$ cat src/rtl/sbus_mode_pkg.sv
// Package: shared types and bit positions for the serial bus mode controller.
// Assumes an 8-bit control byte with the four live bits at the top.
package sbus_mode_pkg;
    localparam int CTL_W  = 8;
    localparam int EN_POS = CTL_W - 1;
    localparam int RD_POS = CTL_W - 2;
    localparam int MS_POS = CTL_W - 3;
    localparam int TX_POS = CTL_W - 4;

    typedef enum logic [1:0] {
        MODE_SLV_RX = 2'b00,
        MODE_SLV_TX = 2'b01,
        MODE_MST_RX = 2'b10,
        MODE_MST_TX = 2'b11
    } bus_mode_e;

    typedef struct packed {
        logic en;
        logic rx_inh;
        logic mst;
        logic tx;
    } ctl_bits_t;
endpackage

$ cat src/rtl/sbus_evt_qual.sv
// Event qualifier: decides which bus event strobes act on the current state.
// Assumes the strobes are single-cycle and synchronous to clk.
// Purely combinational.
module sbus_evt_qual
    import sbus_mode_pkg::*;
#(
    parameter int ADDR_W = 7
) (
    input  ctl_bits_t         ctl,
    input  logic              sync_fmt,
    input  logic [ADDR_W-1:0] own_addr,
    input  logic              ev_arb_lost,
    input  logic              ev_overrun,
    input  logic              ev_addr_done,
    input  logic [ADDR_W:0]   rx_addr_byte,
    output logic              hit_arb,
    output logic              hit_ovr,
    output logic              hit_addr,
    output logic              hit_addr_rd
);
    logic slave_rx;

    // Qualify each strobe against enable, mode and format.
    always_comb begin
        slave_rx    = ctl.en && !ctl.mst && !ctl.tx;
        hit_arb     = ctl.en && ctl.mst && !sync_fmt && ev_arb_lost;
        hit_ovr     = ctl.en && ctl.mst && sync_fmt && ev_overrun;
        hit_addr    = slave_rx && ev_addr_done && (rx_addr_byte[ADDR_W:1] == own_addr);
        hit_addr_rd = hit_addr && rx_addr_byte[0];
    end
endmodule

$ cat src/rtl/sbus_ctl_regs.sv
// Control register: holds the four mode bits and applies CPU writes and hardware events.
// Hardware events win over a same-cycle write for the master/transmit bits.
// Also produces a registered read-back byte.
module sbus_ctl_regs
    import sbus_mode_pkg::*;
#(
    parameter int DATA_W = CTL_W
) (
    input  logic              clk,
    input  logic              rst_n,
    input  logic              cfg_wr,
    input  logic [DATA_W-1:0] cfg_wdata,
    input  logic              sync_fmt,
    input  logic              hit_arb,
    input  logic              hit_ovr,
    input  logic              hit_addr_rd,
    output ctl_bits_t         ctl_q,
    output logic [DATA_W-1:0] cfg_rdata
);
    localparam int PAD_W = DATA_W - 4;

    ctl_bits_t ctl_d;

    // Next-state selection: write first, then hardware overrides on mode bits.
    always_comb begin
        ctl_d = ctl_q;
        if (cfg_wr) begin
            ctl_d.en     = cfg_wdata[EN_POS];
            ctl_d.rx_inh = cfg_wdata[RD_POS];
            ctl_d.mst    = cfg_wdata[MS_POS];
            ctl_d.tx     = cfg_wdata[TX_POS];
        end
        if (hit_arb) begin
            ctl_d.mst = 1'b0;
            ctl_d.tx  = 1'b0;
        end else if (hit_ovr) begin
            ctl_d.mst = 1'b0;
            ctl_d.tx  = ctl_q.tx;
        end else if (hit_addr_rd) begin
            ctl_d.mst = ctl_q.mst;
            ctl_d.tx  = 1'b1;
        end
    end

    // State register with synchronous reset.
    always_ff @(posedge clk) begin
        if (!rst_n) ctl_q <= '0;
        else        ctl_q <= ctl_d;
    end

    // Registered read-back of the live bits, low bits zero.
    always_ff @(posedge clk) begin
        if (!rst_n) cfg_rdata <= '0;
        else        cfg_rdata <= {ctl_q.en, ctl_q.rx_inh, ctl_q.mst, ctl_q.tx, {PAD_W{1'b0}}};
    end

    assert_arb_to_slave_rx_R6: assert property (@(posedge clk) disable iff (!rst_n)
        hit_arb |=> (!ctl_q.mst && !ctl_q.tx));

    assert_ovr_keeps_tx_R7: assert property (@(posedge clk) disable iff (!rst_n)
        hit_ovr |=> (!ctl_q.mst && ctl_q.tx == $past(ctl_q.tx)));

    assert_addr_sets_tx_R8: assert property (@(posedge clk) disable iff (!rst_n)
        hit_addr_rd |=> ctl_q.tx);

    assert_halt_holds_R13: assert property (@(posedge clk) disable iff (!rst_n)
        (!ctl_q.en && !cfg_wr) |=> ($stable(ctl_q.mst) && $stable(ctl_q.tx)));

    assert_sync_no_arb_R6: assert property (@(posedge clk) disable iff (!rst_n)
        sync_fmt |-> !hit_arb);
endmodule

$ cat src/rtl/sbus_pulse_gen.sv
// Pulse generator: registers the address-match and reception-permission pulses.
// Assumes rdr_read is a single-cycle strobe.
module sbus_pulse_gen
    import sbus_mode_pkg::*;
(
    input  logic      clk,
    input  logic      rst_n,
    input  ctl_bits_t ctl_q,
    input  logic      hit_addr,
    input  logic      rdr_read,
    output logic      addr_match,
    output logic      rx_resume
);
    // One-cycle pulses derived from the pre-edge state.
    always_ff @(posedge clk) begin
        if (!rst_n) begin
            addr_match <= 1'b0;
            rx_resume  <= 1'b0;
        end else begin
            addr_match <= hit_addr;
            rx_resume  <= rdr_read && ctl_q.en && !ctl_q.tx && !ctl_q.rx_inh;
        end
    end

    assert_resume_after_read_R11: assert property (@(posedge clk) disable iff (!rst_n)
        rx_resume |-> $past(rdr_read));
endmodule

$ cat src/rtl/sbus_pin_ctrl.sv
// Pin control: derives the pin enable, the clock output enable and the mode code.
// Combinational from the control bits and the format select.
module sbus_pin_ctrl
    import sbus_mode_pkg::*;
(
    input  logic      clk,
    input  logic      rst_n,
    input  ctl_bits_t ctl_q,
    input  logic      sync_fmt,
    output logic      pin_en,
    output logic      scl_oe,
    output logic [1:0] mode
);
    bus_mode_e mode_e;

    // Decode pin drive and mode from the register state.
    always_comb begin
        pin_en = ctl_q.en;
        scl_oe = ctl_q.en && sync_fmt && ctl_q.mst;
        mode_e = bus_mode_e'({ctl_q.mst, ctl_q.tx});
        mode   = mode_e;
    end

    assert_clk_needs_pins_R5: assert property (@(posedge clk) disable iff (!rst_n)
        scl_oe |-> (pin_en && mode[1]));
endmodule

$ cat src/rtl/sbus_mode_ctrl.sv
// Top: serial bus mode controller. Joins the event qualifier, the control register,
// the pulse generator and the pin control. Assumes all inputs are synchronous to clk.
module sbus_mode_ctrl
    import sbus_mode_pkg::*;
#(
    parameter int DATA_W = CTL_W,
    parameter int ADDR_W = 7
) (
    input  logic              clk,
    input  logic              rst_n,
    input  logic              cfg_wr,
    input  logic [DATA_W-1:0] cfg_wdata,
    output logic [DATA_W-1:0] cfg_rdata,
    input  logic              sync_fmt,
    input  logic [ADDR_W-1:0] own_addr,
    input  logic              ev_arb_lost,
    input  logic              ev_overrun,
    input  logic              ev_addr_done,
    input  logic [ADDR_W:0]   rx_addr_byte,
    input  logic              rdr_read,
    output logic [1:0]        mode,
    output logic              pin_en,
    output logic              scl_oe,
    output logic              addr_match,
    output logic              rx_resume
);
    ctl_bits_t ctl_q;
    logic hit_arb, hit_ovr, hit_addr, hit_addr_rd;

    sbus_evt_qual #(.ADDR_W(ADDR_W)) u_qual (
        .ctl(ctl_q), .sync_fmt(sync_fmt), .own_addr(own_addr),
        .ev_arb_lost(ev_arb_lost), .ev_overrun(ev_overrun),
        .ev_addr_done(ev_addr_done), .rx_addr_byte(rx_addr_byte),
        .hit_arb(hit_arb), .hit_ovr(hit_ovr),
        .hit_addr(hit_addr), .hit_addr_rd(hit_addr_rd)
    );

    sbus_ctl_regs #(.DATA_W(DATA_W)) u_regs (
        .clk(clk), .rst_n(rst_n), .cfg_wr(cfg_wr), .cfg_wdata(cfg_wdata),
        .sync_fmt(sync_fmt), .hit_arb(hit_arb), .hit_ovr(hit_ovr),
        .hit_addr_rd(hit_addr_rd), .ctl_q(ctl_q), .cfg_rdata(cfg_rdata)
    );

    sbus_pulse_gen u_pulse (
        .clk(clk), .rst_n(rst_n), .ctl_q(ctl_q), .hit_addr(hit_addr),
        .rdr_read(rdr_read), .addr_match(addr_match), .rx_resume(rx_resume)
    );

    sbus_pin_ctrl u_pins (
        .clk(clk), .rst_n(rst_n), .ctl_q(ctl_q), .sync_fmt(sync_fmt),
        .pin_en(pin_en), .scl_oe(scl_oe), .mode(mode)
    );
endmodule

$ cat config.mk
export PLATFORM = sky130hd
export DESIGN_NAME = sbus_mode_ctrl
export DESIGN_NICKNAME = d
export VERILOG_FILES = /design/src/rtl/sbus_mode_pkg.sv /design/src/rtl/sbus_evt_qual.sv /design/src/rtl/sbus_ctl_regs.sv /design/src/rtl/sbus_pulse_gen.sv /design/src/rtl/sbus_pin_ctrl.sv /design/src/rtl/sbus_mode_ctrl.sv
export SDC_FILE = /design/constraint.sdc
export NUM_CORES = 1
export LEC_CHECK = 0
export ABC_AREA = 1
export BUFFER_PORTS_ARGS = -buffer_cell sky130_fd_sc_hd__buf_4
export CELL_PAD_IN_SITES_DETAIL_PLACEMENT = 1
export CELL_PAD_IN_SITES_GLOBAL_PLACEMENT = 1
export CORE_MARGIN = 3
export CORE_UTILIZATION = 26
export CTS_CLUSTER_SIZE = 25
export DETAILED_ROUTE_END_ITERATION = 10
export HOLD_SLACK_MARGIN = 0.06
export PLACE_DENSITY = 0.9
export SLEW_MARGIN = 20
export SYNTH_ARGS = -nofsm -noshare
export SYNTH_HDL_FRONTEND = slang
export SYNTH_HIERARCHICAL = 1
export SYNTH_SLANG_ARGS = --single-unit
$ cat constraint.sdc
create_clock -name clk -period 2.85 [get_ports clk]
set_input_delay 0.4275 -clock clk [delete_from_list [all_inputs] [get_ports clk]]
set_output_delay 0.4275 -clock clk [all_outputs]
set_load 0.02 [all_outputs]
== Yosys cells after proc, flatten, opt, wreduce, memory -nomap -nowiden ==
Cells that the tools add are included.

* Bits of input ports: 31
* Bits in registers: 14
* Latch bits: 0
* Memory bits (read-only): 0
* Bits in writable memories: 0
* Memories: 0

* Shifts and indexed selects: 0
* Equality and inequality tests: 1
* $add $sub $neg: 0
* Bitwise logic cells: 3
* Reduce and logical (&&, ||, !) cells: 24
* $mul: 0
* Div/mod/pow operators: 0
* Mux-type cells: 2
* Order comparisons: 0

{| class="wikitable"
|+ Operator list
! operator !! number
|-
| $logic_and 1x1->1 || 15
|-
| $eq 7x7->1 || 1
|-
| $logic_not 1->1 || 4
|-
| $reduce_and 2->1 || 2
|-
| $not 1->1 || 3
|-
| $reduce_or 3->1 || 1
|-
| $mux 1 || 2
|-
| $reduce_bool 2->1 || 1
|-
| $reduce_or 2->1 || 1
|}

== Logic depth before layout (Yosys ltp) ==
* Depth after elaboration: 8
* Mapped depth: 11
* Depth with buffers taken out: 11

== Cells and area by module ==
The synthesis kept the hierarchy.

{| class="wikitable"
|+ By module, submodules not included
! module !! cells each !! seq. area each (µm²) !! times used !! area each (µm²)
|-
| sbus_ctl_regs || 45 || 160.2 || 1 || 325.3
|-
| sbus_evt_qual || 38 || 0.0 || 1 || 168.9
|-
| sbus_pulse_gen || 9 || 40.0 || 1 || 70.1
|-
| sbus_pin_ctrl || 6 || 0.0 || 1 || 36.3
|}

== Worst setup path after synthesis ==
No wires, ideal clock.

* Path type: input port to flip-flop
* From: input port own_addr[2]
* To: register, netlist name u_regs/ctl_q[1]
* Stages: 9
* Setup slack: 1656 ps
* Data required time: 2784 ps
* Arrival time: 1128 ps
* Path buffers: 0
* Setup time: 66 ps
* Cell sequence: xnor2_1 -> nand2_1 -> nor2_1 -> nand2_1 -> nor2_2 -> inv_1 -> nand2_1 -> nand2_1 -> a21oi_2

* Cells in the longest elaborated chain, start to end: 5

{| class="wikitable"
|+ Ends and longest elaborated chain
! element !! RTL line !! text
|-
| start: declaration || sbus_mode_ctrl.sv:15 || <nowiki>input logic [ADDR_W-1:0] own_addr,</nowiki>
|-
| $eq 7x7->1 || sbus_evt_qual.sv:28 || <nowiki>hit_addr = slave_rx && ev_addr_done && (rx_addr_byte[ADDR_W:1] == own_addr);</nowiki>
|-
| $logic_and 1x1->1 || sbus_evt_qual.sv:28 ||
|-
| $logic_and 1x1->1 || sbus_evt_qual.sv:29 || <nowiki>hit_addr_rd = hit_addr && rx_addr_byte[0];</nowiki>
|-
| net hit_addr_rd || sbus_mode_ctrl.sv:28 || <nowiki>logic hit_arb, hit_ovr, hit_addr, hit_addr_rd;</nowiki>
|-
| $not 1->1 (no line) || n/a ||
|-
| $reduce_and 2->1 (no line) || n/a ||
|}

The timed path passes the listed nets, and every way through them passes these cells.
A chain may end at the register's enable or synchronous reset.

== Worst setup path in the final report ==
* From: register, netlist name u_regs/ctl_q[3]
* To: output port scl_oe

* Cells in the longest elaborated chain, start to end: 2

{| class="wikitable"
|+ Ends and longest elaborated chain
! element !! RTL line !! text
|-
| $logic_and 1x1->1 (2 in series) || sbus_pin_ctrl.sv:19 || <nowiki>scl_oe = ctl_q.en && sync_fmt && ctl_q.mst;</nowiki>
|-
| end: declaration || sbus_mode_ctrl.sv:23 || <nowiki>output logic scl_oe,</nowiki>
|}

No other way between the ends.

==> flow_summary.toml <==
[sta]
min_period_over_period_pct = 51.41
finalSetupTns_ns = 0
setup_viol = 0
skew_ns = 0.001195
rsz0062_at_grt = "no"
finalCriticalPeriod_ns = 1.465
finalHoldViolCount = 0
max_freq_mhz = 682.4
maxSlewViolCount = 0

[detailed_routing]
drt_wl_total_um = 1805
drtIter0Drc = 2
num_vias = 673
wl_per_cell_um = 11.28
drtPass1Iterations = 2
ant_nets = 0
drc = 0
via_per_inst = 4.206

[layout]
instances_no_fill = 160
antennaDiodeCount = 0
final_common_cell = "buf_4"
final_net_count = 166
layout-drive-gt1-share_pct = 33.83
design_area_um2 = 885.9
multi_input_area_um2 = 276.5
final_cell_mix = "buf_4 (36), nand2_1 (30), inv_1 (21)"
area_growth_pct = 47.50
fillers = 291
layout.area.seq_um2 = 200.2

[worst_setup_path]
critPathBufInv = 1
reg2reg_to = "u_regs/ctl_q[1]$_SDFFE_PP0P_"
regToRegSetupSlack_ns = 1.49
crit_path_max_fanout = 7
cpPeakStageDelay_ns = 0.45
path_cells = "nand2_1 > nor2_2 > buf_4"
crit_type = "register to output pin"
critical_path_arrival_ns = 1.04
cp-end-kind = "output pin"
start_kind = "register"
r2r_cells = 10
cp.required_ns = 2.42
crit_family = "flip-flops"
regToRegStartpoint = "u_regs/ctl_q[3]$_SDFFE_PN0P_"
slowest_stage = "dfxtp_1"

[cts]
cts_tree = "done"
cts_hold_buffers = 0
numCtsBuffers = 3
numClockSinks = 10
cts_max_path_buffers = 2
root_buffer = "clkbuf_4"
post_cts_buffers = 0
clk_pin_slew_ns = 0.06
ctsResizeCount = 0
clk_latency_ns = 0.27
htree_num_levels = 1

[logic_synthesis]
synth-seq-area-share_pct = 33.33
syn_avg_cell_area_um2 = 6.128
syn_inst = 98
yosys-top-cells-area = "dfxtp_1 (33%), nand2_1 (19%), inv_1 (13%), buf_4 (8.8%), nor2_1 (8.8%)"
synth_warnings = 6
synth_area_leader_cell = "dfxtp_1"
synthDominantCellAreaShare_pct = 33.33
synthesis.area_um2 = 600.6
ys_ff_latch = 10
yosys.cell_types.count = 13

[floorplanning]
initial_utilization_pct = 28.85
row_count = 16
fp.dieW_um = 54.06
core_region_area_um2 = 2082
die_h_um = 54.06
pin_count = 45
dieArea_um2 = 2922

[global_routing]
track_usage_pct = 13.78
overflow = 0
antenna_found_initial = 0
grt_max_degree = 10
grt_pass1_vias = 689
grt_pass1_wl_um = 2766

[power_and_ir_drop]
max-vdd-ir-drop_uv = 190.2
power_leakage_nw = 0.5175
powerDensity_nw_per_um2 = 379.0

[place]
gp_congestion = 0.7238
dp_hpwl_um = 1553
place_inst = 157
io_buffer_count = 36
placedInstanceArea_um2 = 863.3

[job]
maxCapViolations = 0

[hold_path]
hold_end = "u_regs/ctl_q[3]$_SDFFE_PN0P_"
hold_depth = 3
hp-class = "input pin to register"
min-delay-start = "cfg_wdata[7]"

[run_status]
outcome = "completed"
## sequential cells by signal (all words and copies together) (netlist names)
signal	cells
u_pulse/rx_resume	1
u_regs/cfg_rdata	4
u_regs/ctl_q	4
u_pulse/addr_match	1
## cells in the mapped netlist (all sizes together)
cell type,n
buf,7
o21ai,2
nand2,30
a21oi,1
dfxtp,10
xnor2,4
conb,1
inv,22
nor3b,1
nor2,18
nand3,2
## worst max path at each step
stage	startpoint	endpoint	slack (ns)	depth (start not counted)
2_1_floorplan	own_addr[2]	u_regs/ctl_q[1]$_SDFFE_PP0P_	1.66	9
3_3_place_gp	own_addr[5]	u_regs/ctl_q[1]$_SDFFE_PP0P_	1.44	10
3_5_place_dp	own_addr[2]	u_regs/ctl_q[0]$_SDFFE_PP0P_	1.41	10
4_1_cts	u_regs/ctl_q[3]$_SDFFE_PN0P_	scl_oe	1.37	3
5_1_grt	u_regs/ctl_q[3]$_SDFFE_PN0P_	scl_oe	1.30	3
6_report	u_regs/ctl_q[3]$_SDFFE_PN0P_	scl_oe	1.38	3
## worst reg2reg max path, stage by stage, from the launching register on
cell and delay (ns):
dfxtp_1 0.45, nand2_1 0.08, nor2_1 0.12, nand2_1 0.06
nor2_1 0.09, nand2_1 0.09, nor2_2 0.12, inv_1 0.07
nand2_1 0.05, nand2_1 0.05, a21oi_2 0.11
## cell type report
type / count / area share, %
multi-input cells: 62 / 31.21
repair buffers: 36 / 30.51
flip-flops and latches: 10 / 22.60
inverters: 22 / 9.322
well taps: 27 / 3.814
clock buffers: 3 / 2.542
## kinds of logic (layout without fill, tap and decap cells)
| logic type | count (synthesis) | in the layout | synth area share (%) |
|---|---|---|---|
| other | 1 | 4 | 0.6244 |
| buffers and inverters | 29 | 61 | 22.50 |
| AOI/OAI and AO/OA | 3 | 3 | 3.125 |
| xor gates and xnor gates | 4 | 4 | 5.833 |
| and+or+nand+nor | 51 | 51 | 34.58 |
| DFF | 10 | 10 | 33.33 |
## report_power, final
| group | switching [mW] | internal (mW) | leakage, nW | total (mW) |
|---|---|---|---|---|
| combinational | 0.0420 | 0.0433 | 0.422 | 0.0853 |
| clock | 0.0492 | 0.0489 | 0.0138 | 0.0981 |
| sequential | 0.00593 | 0.146 | 0.0821 | 0.152 |
## stage by stage
step                util, %  power (mW)  setup slack (ns)  hold slack [ns]
finish                42.55      0.3357             1.385           0.3888
global route          42.55      0.3506             1.299           0.4123
CTS                   42.55      0.3386             1.366           0.3826
detailed placement    41.47      0.2416             1.409           0.4407
global placement      41.47      0.2361             1.440           0.4304
floorplan                 -      0.2006             1.656           0.4165
## metal layers
metal,global-route usage (%),wire length (um),share of wire [%],vias to the layer above
met5,0,0,0,-
li1,-,-,-,339
met3,2.770,125,6.9,4
met1,11.15,618,34,309
met4,8.714,42,2.3,0
met2,28.83,1020,57,21
Power figures use the tool's default switching activity.
